--- src/rtl/led_status_pkg.sv ---
package led_status_pkg;

    // Override bus bit positions decoded by the remote side
    localparam int OVR_GREEN_BIT   = 5;
    localparam int OVR_RED_BIT     = 6;
    localparam int OVR_PWR_N_BIT   = 7;
    localparam int OVR_PWR_P_BIT   = 8;
    localparam int OVR_DISK_N_BIT  = 9;
    localparam int OVR_DISK_P_BIT  = 10;
    localparam int OVR_MIN_W       = 11;

    typedef enum logic [1:0] {
        MB_PAUSE = 2'd0,
        MB_PULSE = 2'd1,
        MB_GAP   = 2'd2
    } mblink_state_e;

endpackage

--- src/rtl/slow_blink_gen.sv ---
module slow_blink_gen #(
    parameter int BLINK_HALF = 12_288_000
) (
    input  logic clk,
    input  logic rst_n,
    output logic blink
);
    localparam int CW = $clog2(BLINK_HALF + 1);
    localparam logic [CW-1:0] LIMIT = CW'(BLINK_HALF - 1);

    logic [CW-1:0] cnt_q;
    logic          blink_q;

    always_ff @(posedge clk or negedge rst_n) begin
        if (!rst_n) begin
            cnt_q   <= '0;
            blink_q <= 1'b0;
        end else if (cnt_q == LIMIT) begin
            cnt_q   <= '0;
            blink_q <= ~blink_q;
        end else begin
            cnt_q   <= cnt_q + CW'(1);
        end
    end

    assign blink = blink_q;
endmodule

--- src/rtl/mode_blink_fsm.sv ---
module mode_blink_fsm
    import led_status_pkg::*;
#(
    parameter int MODE_W    = 2,
    parameter int PULSE_CYC = 2_457_600,
    parameter int PAUSE_CYC = 12_288_000
) (
    input  logic              clk,
    input  logic              rst_n,
    input  logic [MODE_W-1:0] boot_mode,
    output logic              blink,
    output mblink_state_e     state
);
    localparam int MAXD = (PULSE_CYC > PAUSE_CYC) ? PULSE_CYC : PAUSE_CYC;
    localparam int TW   = $clog2(MAXD + 1);
    localparam int NW   = MODE_W + 1;
    localparam logic [TW-1:0] PULSE_LIM = TW'(PULSE_CYC - 1);
    localparam logic [TW-1:0] PAUSE_LIM = TW'(PAUSE_CYC - 1);

    mblink_state_e     state_q, state_d;
    logic [TW-1:0]     tmr_q;
    logic [NW-1:0]     npulse_q;
    logic [MODE_W-1:0] mode_q;
    logic              expired;
    logic              burst_done;

    always_comb begin
        expired    = (state_q == MB_PAUSE) ? (tmr_q == PAUSE_LIM) : (tmr_q == PULSE_LIM);
        burst_done = (npulse_q == ({1'b0, mode_q} + NW'(1)));
    end

    // next-state logic
    always_comb begin
        state_d = state_q;
        unique case (state_q)
            MB_PAUSE: if (expired) state_d = MB_PULSE;                        // start_burst
            MB_PULSE: if (expired) state_d = MB_GAP;                          // end_pulse
            MB_GAP:   if (expired) state_d = burst_done ? MB_PAUSE : MB_PULSE; // end_burst / next_pulse
            default:  state_d = MB_PAUSE;
        endcase
    end

    // state register with timer, pulse count and sampled mode
    always_ff @(posedge clk or negedge rst_n) begin
        if (!rst_n) begin
            state_q  <= MB_PAUSE;
            tmr_q    <= '0;
            npulse_q <= '0;
            mode_q   <= '0;
        end else begin
            state_q <= state_d;
            tmr_q   <= expired ? '0 : tmr_q + TW'(1);
            if (state_q == MB_PAUSE && expired) begin
                mode_q   <= boot_mode;
                npulse_q <= '0;
            end else if (state_q == MB_PULSE && expired) begin
                npulse_q <= npulse_q + NW'(1);
            end
        end
    end

    // outputs
    always_comb begin
        unique case (state_q)
            MB_PULSE: blink = 1'b1;
            default:  blink = 1'b0;
        endcase
        state = state_q;
    end
endmodule

--- src/rtl/led_route.sv ---
module led_route
    import led_status_pkg::*;
#(
    parameter int OVR_W = 11
) (
    input  logic [OVR_W-1:0] ovr_bus,
    input  logic             ovr_active,
    input  logic             supply_req,
    input  logic             rst_btn_n,
    input  logic             cpu_led,
    input  logic             fab_led,
    input  logic             slow_blink,
    input  logic             mode_blink,
    output logic             led_green,
    output logic             led_red,
    output logic             pwr_led_p,
    output logic             pwr_led_n,
    output logic             disk_led_p,
    output logic             disk_led_n
);
    logic off_blink_green;
    logic off_blink_pwr;

    always_comb begin
        off_blink_green = supply_req ? 1'b1    : slow_blink;
        off_blink_pwr   = supply_req ? cpu_led : slow_blink;

        if (ovr_active) begin
            led_green  =  ovr_bus[OVR_GREEN_BIT];
            led_red    =  ovr_bus[OVR_RED_BIT];
            pwr_led_p  = ~ovr_bus[OVR_PWR_P_BIT];
            pwr_led_n  =  ovr_bus[OVR_PWR_N_BIT];
            disk_led_p = ~ovr_bus[OVR_DISK_P_BIT];
            disk_led_n =  ovr_bus[OVR_DISK_N_BIT];
        end else begin
            led_green  = off_blink_green;
            led_red    = ~rst_btn_n | mode_blink;
            pwr_led_p  = off_blink_pwr;
            pwr_led_n  = 1'b0;
            disk_led_p = fab_led;
            disk_led_n = 1'b0;
        end
    end
endmodule

--- src/rtl/led_status_mux.sv ---
module led_status_mux
    import led_status_pkg::*;
#(
    parameter int OVR_W      = 11,
    parameter int MODE_W     = 2,
    parameter int BLINK_HALF = 12_288_000,
    parameter int PULSE_CYC  = 2_457_600,
    parameter int PAUSE_CYC  = 12_288_000
) (
    input  logic              clk,
    input  logic              rst_n,
    input  logic [OVR_W-1:0]  ovr_bus,
    input  logic              ovr_active,
    input  logic              supply_req,
    input  logic              rst_btn_n,
    input  logic [MODE_W-1:0] boot_mode,
    input  logic              cpu_led,
    input  logic              fab_led,
    output logic              led_green,
    output logic              led_red,
    output logic              pwr_led_p,
    output logic              pwr_led_n,
    output logic              disk_led_p,
    output logic              disk_led_n
);
    logic          slow_blink;
    logic          mode_blink;
    mblink_state_e mb_state;

    slow_blink_gen #(.BLINK_HALF(BLINK_HALF)) u_slow (
        .clk   (clk),
        .rst_n (rst_n),
        .blink (slow_blink)
    );

    mode_blink_fsm #(
        .MODE_W    (MODE_W),
        .PULSE_CYC (PULSE_CYC),
        .PAUSE_CYC (PAUSE_CYC)
    ) u_mode (
        .clk       (clk),
        .rst_n     (rst_n),
        .boot_mode (boot_mode),
        .blink     (mode_blink),
        .state     (mb_state)
    );

    led_route #(.OVR_W(OVR_W)) u_route (
        .ovr_bus    (ovr_bus),
        .ovr_active (ovr_active),
        .supply_req (supply_req),
        .rst_btn_n  (rst_btn_n),
        .cpu_led    (cpu_led),
        .fab_led    (fab_led),
        .slow_blink (slow_blink),
        .mode_blink (mode_blink),
        .led_green  (led_green),
        .led_red    (led_red),
        .pwr_led_p  (pwr_led_p),
        .pwr_led_n  (pwr_led_n),
        .disk_led_p (disk_led_p),
        .disk_led_n (disk_led_n)
    );
endmodule

--- config.mk ---
export PLATFORM = sky130hd
export DESIGN_NAME = led_status_mux
export DESIGN_NICKNAME = d
export VERILOG_FILES = /design/src/rtl/led_status_pkg.sv /design/src/rtl/slow_blink_gen.sv /design/src/rtl/mode_blink_fsm.sv /design/src/rtl/led_route.sv /design/src/rtl/led_status_mux.sv
export SDC_FILE = /design/constraint.sdc
export NUM_CORES = 1
export LEC_CHECK = 0
export BUFFER_PORTS_ARGS = -buffer_cell sky130_fd_sc_hd__buf_2
export CORE_MARGIN = 2
export CORE_UTILIZATION = 63
export CTS_CLUSTER_SIZE = 16
export DETAILED_ROUTE_END_ITERATION = 8
export PLACE_DENSITY = 0.83
export SLEW_MARGIN = 20
export SYNTH_ARGS = -nofsm -noshare
export SYNTH_HDL_FRONTEND = slang
export SYNTH_SLANG_ARGS = --single-unit
--- constraint.sdc ---
create_clock -name clk -period 3.5 [get_ports clk]
set_input_delay 0 -clock clk [delete_from_list [all_inputs] [get_ports clk]]
set_output_delay 0 -clock clk [all_outputs]
set_load 0.02 [all_outputs]
==> results.yml, run 1 <==
detailed_routing:
  ant_nets: 0
  viasPerCell: 5.85
  post-route-drc-count: 0
  drt_wl_total_um: 5180
  drt_iter0_markers: 86
  vias: 2072
  firstDrtPassIters: 4
  detail_route.wl_per_cell_um: 14.6
grt:
  grt_pass1_wl_um: 9290
  grt_overflow: 0
  grt_use_met3_pct: 4.99
  antenna_found_initial: 0
  grt_max_degree: 36
  grt_util_met2_pct: 37.8
  use_met1_pct: 30.5
  grt_pass1_vias: 2075
  grtUsageTotal_pct: 23.1
  top_usage_layer: "met2"
timing:
  skew_ps: 6.28
  slew_viol_final: 0
  grt_setup_unrepaired: "false"
  post-route-period-util_pct: 68.7
  setup_viol: 0
  slew_headroom_pct: 46.0
  finalSetupTns_ps: 0
  period_needed_ps: 2410
  clock.fmax_ghz: 0.416
  finalHoldViolCount: 0
  tightest_slew_ps: 803
  worst_hold_slack_ps: 275
power_and_ir_drop:
  power-per-cell-area_mw_per_mm2: 398
  power.leakage_nw: 1.42
  irDropWorstVdd_mv: 0.294
synthesis:
  syn_avg_cell_area_sq_um: 10.2
  syn_inst: 277
  ys_ff_latch: 56
  postSynthNetCount: 301
  synth_edf_count: 0
  ys_async_sr_fraction_pct: 100
  synth_ff_type: "dfrtp_1"
  yosysMostFrequentCell: "dfrtp_1"
  yosys-top-cells-count: "dfrtp_1, nor2_1, xor2_1"
  yosys.cell_types.count: 42
  mappedNetlistArea_sq_mm: 0.00283
  seq_area_frac_synth_pct: 49.6
  yosys.area.top_type: "dfrtp_1"
  synth_top_area_share_pct: 49.6
  synth_area_leaders: "dfrtp_1, xor2_1, xnor2_1"
  ys.warnings.count: 0
setup_path:
  critPathMaxStageDelay_ps: 490
  path_cells: "nor4b_1 -> a2bb2oi_1 -> a2111oi_4 -> buf_4 -> nand2_1 -> mux2_1"
  ff2ff_path_depth: 6
  crit_slowest_cell: "dfrtp_1"
  worst_setup_path_end_kind: "register"
  r2r_start: "u_mode.state[1]"
  cp_num_buf_inv: 1
  critPathRequiredTime_ps: 3700
  arrival_ps: 2600
  crit_cells: 6
  reg2reg_to: "u_mode.mode_q[1]"
  cp_max_fo: 20
  cp_top_family: "simple AND/OR/NAND/NOR gates"
  critical_path_class: "reg -> reg"
  cp-start-kind: "register"
  setup.worst_path.start: "u_mode.state[1]"
  rrSetupSlack_ps: 1090
die:
  fp.coreArea_sq_mm: 0.00432
  dieArea_sq_mm: 0.00504
  start_util_pct: 65.3
  die_w_um: 71.0
  rows: 24
  die_h_um: 71.0
  ios: 26
cells_and_area:
  drive_gt1_share_pct: 12.6
  diodes: 0
  nets: 325
  syn_to_final_growth_pct: 11.5
  nFillCells: 298
clocking:
  cts_buffers: 5
  clk_pin_slew_ps: 100
  clock_latency_ps: 310
  clockBufferDepth: 2
  htree_levels: 2
  cts_num_sinks: 56
  clockRootBuffer: "clkbuf_8"
  cts_tree: "done"
min_path:
  hp-class: "in -> out"
  worstHoldEndpoint: "pwr_led_p"
  hold_start: "ovr_bus[8]"
  whs_path_depth: 3
placed_design:
  port_buffers: 20
  gp_congestion: 0.807
  hpwl_um: 3440
outcome:
  status: "finished, final reports clean"
run:
  drv_cap: 0
through the flow:
step	utilization (%)	instance area [sq um]	instances	power (W)	setup slack (ps)
5_1_grt	72.9	3150	354	0.00129	903
6_report	72.9	3150	354	0.00125	1090
4_1_cts	72.9	3150	354	0.00127	1080
2_1_floorplan	-	2830	277	0.000677	1490
3_5_place_dp	68.5	2960	343	0.000704	1090
3_3_place_gp	68.5	2960	343	0.000703	1190
report_power, final:
group          switching, W  internal (W)
Combinational     0.0000261     0.0000171
Sequential      0.000000889      0.000648
Clock              0.000205      0.000357
final cells by class:
type / instances / area (sq um) / area share [%]
clock buffer: 5 / 68.8 / 2.18
clock inverter: 3 / 90.1 / 2.86
inverter: 10 / 37.5 / 1.19
multi-input combinational: 202 / 1340 / 42.4
sequential: 56 / 1400 / 44.5
tap: 52 / 65.1 / 2.07
timing repair buffer: 26 / 153 / 4.85
metal layers:
| metal | vias to the layer above | share of wire (%) |
|---|---|---|
| li1 | 1004 | - |
| met1 | 996 | 45 |
| met2 | 55 | 48 |
| met3 | 17 | 5.4 |
| met4 | 0 | 2.1 |
| met5 | - | 0 |
timing repair:
item | CTS | global route
hold buffers | 3 | 0
endpoints found under the hold margin | 36 | 0
buffers inserted | 0 | 0
resized for setup | 0 | 0
registers in the layout, summed over array words and instances, names as in the netlist:
| name | flops |
|---|---|
| u_mode.state | 2 |
| u_slow.cnt_q | 24 |
| u_slow.blink | 1 |
| u_mode.npulse_q | 3 |
| u_mode.tmr_q | 24 |
| u_mode.mode_q | 2 |
worst min-delay path: stages:
cell and delay (ps):
buf_2 80, a21oi_1 50, buf_2 150
layout by cell type (no fill, tap or decap), types with 2 or more instances in the layout:
cell type / n
and4_1: 5
and2_1: 3
nand4_1: 14
a31oi_1: 2
buf_2: 20
mux2i_1: 2
ha_1: 4
xor2_1: 26
a21oi_1: 4
nand2_1: 15
and3_1: 9
nand3_2: 2
a211oi_1: 2
nor2b_1: 4
o21ai_0: 4
nor3_1: 5
mux2_1: 3
bufinv_16: 3
buf_4: 3
nand3_1: 23
nor4_1: 2
inv_1: 10
nor2_1: 37
clkbuf_8: 5
dfrtp_1: 56
dlygate4sd3_1: 3
xnor2_1: 19
or3_1: 2
cells by family after synthesis:
family,share of synthesized area (%)
AO/OA/AOI/OAI,6.07
AND/OR/NAND/NOR,23.2
buffers and inverters,3.14
XOR/XNOR,14.0
adder cells (fa/ha/maj),1.77
multiplexers,2.30
flip-flops,49.6
worst max path at each step:
stage	to	slack [ps]
2_1_floorplan	u_mode.mode_q[0]	1490
3_3_place_gp	u_mode.mode_q[1]	1190
3_5_place_dp	u_mode.mode_q[1]	1090
4_1_cts	u_mode.mode_q[1]	1080
5_1_grt	u_mode.mode_q[1]	900
6_report	u_mode.mode_q[1]	1090
Power figures use the tool's default switching activity.
==> run 2: changes to the inputs <==
- CORE_UTILIZATION: 63 -> 59
- PLACE_DENSITY: 0.83 -> 0.78
- clock period: 3.5 -> 2.5 ns (I/O delays scaled with it)
==> run 2 against run 1 <==
  * Sequential share of layout area increased by 0.48 points
  * Register-to-register slack worse by 770 ps
  * Utilization is 6.0 points lower
  * Non-clock buffer count rose by 2
  * Hold slack got worse by 2.8 ps
  * Via count down 1.8%
  * Combinational power increased by 40%
  * Sequential power increased by 40%
  * Critical path depth is 1 higher
  * First-iteration DRC count up 41%
  * Wire length shrank 8.3%
  * Maximum frequency is 11% higher
  * Critical path type unchanged
  * Largest power group unchanged
  * Highest routed layer unchanged
==> results.yml, run 2 (synthesis gave the netlist of run 1 again) <==
setup_path:
  critical_path_class: "reg -> reg"
  r2r_start: "u_mode.tmr_q[0]"
  crit_slowest_cell: "or4_4"
  cp-start-kind: "register"
  cp_max_fo: 19
  critPathMaxStageDelay_ps: 530
  arrival_ps: 2380
  critPathRequiredTime_ps: 2700
  rrSetupSlack_ps: 330
  ff2ff_path_depth: 7
  reg2reg_to: "u_mode.state[1]"
  path_cells: "ha_1 -> nand3_1 -> or4_4 -> a2111oi_4 -> buf_4 -> nor3_1 -> a21o_1"
  worst_setup_path_end_kind: "register"
detailed_routing:
  drt_iter0_markers: 121
  detail_route.wl_per_cell_um: 13.3
  firstDrtPassIters: 4
  viasPerCell: 5.68
  drt_wl_total_um: 4750
  ant_nets: 0
  vias: 2034
  post-route-drc-count: 0
grt:
  use_met1_pct: 25.9
  grt_overflow: 0
  top_usage_layer: "met2"
  antenna_found_initial: 0
  grt_use_met3_pct: 4.28
  grtUsageTotal_pct: 20.0
  grt_pass1_vias: 1951
  grt_pass1_wl_um: 8430
  grt_max_degree: 57
  grt_util_met2_pct: 33.8
die:
  dieArea_sq_mm: 0.00536
  start_util_pct: 60.6
  die_w_um: 73.2
  rows: 25
  die_h_um: 73.2
  fp.coreArea_sq_mm: 0.00466
  ios: 26
min_path:
  worstHoldEndpoint: "pwr_led_p"
  hold_start: "ovr_bus[8]"
  hp-class: "in -> out"
  whs_path_depth: 3
cells_and_area:
  reg_top3: "u_mode.tmr_q x24, u_slow.cnt_q x24, u_mode.npulse_q x3"
  diodes: 0
  final_common_cell: "dfrtp_1"
  syn_to_final_growth_pct: 10.3
  final_cell_mix: "dfrtp_1, nor2_1, xor2_1, nand3_1, buf_2"
  nets: 327
  drive_gt1_share_pct: 12.8
  nFillCells: 363
  utilization_pct: 66.9
outcome:
  status: "finished, final reports clean"
timing:
  post-route-period-util_pct: 86.9
  setup_viol: 0
  finalHoldViolCount: 0
  slew_viol_final: 0
  clock.fmax_ghz: 0.460
  grt_setup_unrepaired: "false"
  period_needed_ps: 2170
  skew_ps: 9.37
  tightest_slew_ps: 670
  worst_slack_ps: 328
  worst_hold_slack_ps: 272
  slew_headroom_pct: 55.3
  finalSetupTns_ps: 0
clocking:
  cts_buffers: 5
  clk_pin_slew_ps: 90
  cts_resized: 0
  cts_num_sinks: 56
  clockBufferDepth: 2
  cts_tree: "done"
  clock_latency_ps: 300
  clockRootBuffer: "clkbuf_8"
  htree_levels: 2
power_and_ir_drop:
  power.leakage_nw: 1.41
  power-per-cell-area_mw_per_mm2: 496
  irDropWorstVdd_mv: 0.350
  power.total_w: 0.00155
placed_design:
  hpwl_um: 3330
  port_buffers: 20
  gp_congestion: 0.804
  place_ws_ps: 331
run:
  drv_cap: 0
[run 2: area by class of cell]
cell class	count	area (sq um)	area share (%)
sequential	56	1400	45.0
inverter	10	37.5	1.20
timing repair buffer	28	168	5.38
multi-input combinational	202	1340	42.8
clock buffer	6	72.6	2.33
clock inverter	2	35.0	1.12
tap	54	67.6	2.17
[run 2: how the worst max path moves through the flow]
stage | endpoint | cells after the start | startpoint
2_1_floorplan | u_mode.mode_q[0] | 7 | u_mode.tmr_q[0]
5_1_grt | u_mode.npulse_q[2] | 7 | u_mode.tmr_q[0]
6_report | u_mode.state[1] | 7 | u_mode.tmr_q[0]
3_3_place_gp | u_mode.state[1] | 7 | u_mode.tmr_q[0]
4_1_cts | u_mode.state[1] | 7 | u_mode.tmr_q[0]
3_5_place_dp | u_mode.state[1] | 7 | u_mode.tmr_q[0]
[run 2: critical path, delay by kind of cell (launching register included)]
family	cells	cell delay (ps)
and+or+nand+nor	3	760
AOI/OAI and AO/OA	2	410
DFF	1	400
buffers and inverters	1	300
adders and majority gates	1	210
[run 2: stage by stage]
stage                     instance area [sq um]  std cells
after floorplan                            2830        277
after global placement                     2980        347
after detailed placement                   2980        347
after CTS                                  3120        358
after global routing                       3120        358
final                                      3120        358
[run 2: report_power, final]
part / internal [W] / total (W) / switching (W)
registers: 0.000907 / 0.000908 / 0.00000123
logic: 0.0000239 / 0.0000603 / 0.0000364
clock network: 0.000298 / 0.000579 / 0.000281
[run 2: what timing repair did]
item / CTS / global route
setup buffers: 0 / 0
hold buffers: 3 / 0
endpoints found under the hold margin: 58 / 0
setup endpoints to repair: 0 / 0
[run 2: metal layers]
layer	part of all wire (%)	up-vias
li1	-	1012
met1	46	969
met2	48	46
met3	4.0	7
met4	1.6	0
met5	0	-
==> run 3: changes to the inputs <==
- HOLD_SLACK_MARGIN: unset -> 0.02
- MAX_ROUTING_LAYER: unset -> met4
==> run 3 against run 2 <==
  * Critical path depth is the same
  * Via count is the same
  * Combinational power is essentially flat
  * Largest cell class unchanged
  * Largest power group unchanged
  * Highest routed layer unchanged
==> results.yml, run 3 (synthesis gave the netlist of run 1 again) <==
detailed_routing:
  vias: 2034
  drt_iter0_markers: 121
  ant_nets: 0
  firstDrtPassIters: 4
  viasPerCell: 5.68
  detail_route.wl_per_cell_um: 13.3
  drt_wl_total_um: 4750
  post-route-drc-count: 0
setup_path:
  reg2reg_to: "u_mode.state[1]"
  worst_setup_path_end_kind: "register"
  cp_max_fo: 19
  critical_path_class: "reg -> reg"
  rrSetupSlack_ps: 330
  critPathRequiredTime_ps: 2700
  arrival_ps: 2380
  ff2ff_path_depth: 7
  setup.worst_path.start: "u_mode.tmr_q[0]"
  r2r_start: "u_mode.tmr_q[0]"
  cp-start-kind: "register"
min_path:
  hp-class: "in -> out"
  whs_path_depth: 3
  hold_start: "ovr_bus[8]"
  worstHoldEndpoint: "pwr_led_p"
die:
  die_w_um: 73.2
  rows: 25
  dieArea_sq_mm: 0.00536
  fp.coreArea_sq_mm: 0.00466
  ios: 26
  die_h_um: 73.2
  start_util_pct: 60.6
outcome:
  status: "finished, final reports clean"
run:
  drv_cap: 0
clocking:
  cts_buffers: 5
  clk_pin_slew_ps: 90
  clockBufferDepth: 2
  htree_levels: 2
  clock_latency_ps: 300
  cts_num_sinks: 56
  cts_tree: "done"
  clockRootBuffer: "clkbuf_8"
timing:
  finalHoldViolCount: 0
  clock.fmax_ghz: 0.460
  finalSetupTns_ps: 0
  setup_viol: 0
  period_needed_ps: 2170
  tightest_slew_ps: 670
  slew_headroom_pct: 55.3
  skew_ps: 9.38
  slew_viol_final: 0
  post-route-period-util_pct: 86.9
  grt_setup_unrepaired: "false"
grt:
  grt_max_degree: 57
  antenna_found_initial: 0
  grt_pass1_vias: 1952
  grtUsageTotal_pct: 20.6
  grt_pass1_wl_um: 8420
  grt_overflow: 0
placed_design:
  gp_congestion: 0.816
  dp.cells: 347
  hpwl_um: 3330
  port_buffers: 20
cells_and_area:
  syn_to_final_growth_pct: 10.3
  finalNonFillerCells: 358
  drive_gt1_share_pct: 12.8
  reg_top3: "u_mode.tmr_q x24, u_slow.cnt_q x24, u_mode.npulse_q x3"
  final_cell_mix: "dfrtp_1, nor2_1, xor2_1, nand3_1, buf_2"
  nets: 327
  final_common_cell: "dfrtp_1"
  diodes: 0
power_and_ir_drop:
  irDropWorstVdd_mv: 0.350
  power.leakage_nw: 1.41
  power-per-cell-area_mw_per_mm2: 496
  power.total_w: 0.00155
## run 3: cell counts in the layout (fill, tap and decap cells not counted)
No cell type changed its count.
## run 3: worst max path at each step
stage | to | slack, ps | cells past startpoint
floorplan | u_mode.mode_q[0] | 490 | 7
global placement | u_mode.state[1] | 390 | 7
detailed placement | u_mode.state[1] | 330 | 7
CTS | u_mode.state[1] | 320 | 7
global route | u_mode.npulse_q[2] | 200 | 7
finish | u_mode.state[1] | 330 | 7
## run 3: cell type report
class / instances / area [sq um]
multi-input combinational: 202 / 1340
fill: 363 / 1540
sequential: 56 / 1400
timing repair buffer: 28 / 168
tap: 54 / 67.6
inverter: 10 / 37.5
clock buffer: 6 / 72.6
clock inverter: 2 / 35.0
## run 3: through the flow
step / instance area (sq um) / util (%) / hold WS, ps / setup WS, ps
global placement: 2980 / 63.9 / 175 / 391
global route: 3120 / 66.9 / 299 / 205
detailed placement: 2980 / 63.9 / 174 / 331
CTS: 3120 / 66.9 / 274 / 319
floorplan: 2830 / - / -296 / 485
finish: 3120 / 66.9 / 272 / 328
## run 3: metal layers
metal / global-route usage [%] / vias up / wire length [um]
met5: - / - / 0
met4: 5.97 / 0 / 75
met3: 4.28 / 7 / 193
met2: 33.8 / 46 / 2300
met1: 25.9 / 969 / 2190
li1: - / 1012 / -
## run 3: where the power goes
part / internal [W] / switching, W / total (W)
registers: 0.000907 / 0.00000123 / 0.000908
clock network: 0.000298 / 0.000281 / 0.000579
logic: 0.0000239 / 0.0000364 / 0.0000603
## run 3: worst max-delay path, stage by stage, from the launching register on
cell and delay [ps]:
dfrtp_1 400, ha_1 210, nand3_1 160, or4_4 530
a2111oi_4 260, buf_4 300, nor3_1 70, a21o_1 150
## run 3: repair_timing
action	4_1_cts	5_1_grt
buffers inserted	0	0
hold buffers	3	0
gates resized for setup	0	0
endpoints found under the hold margin	58	0
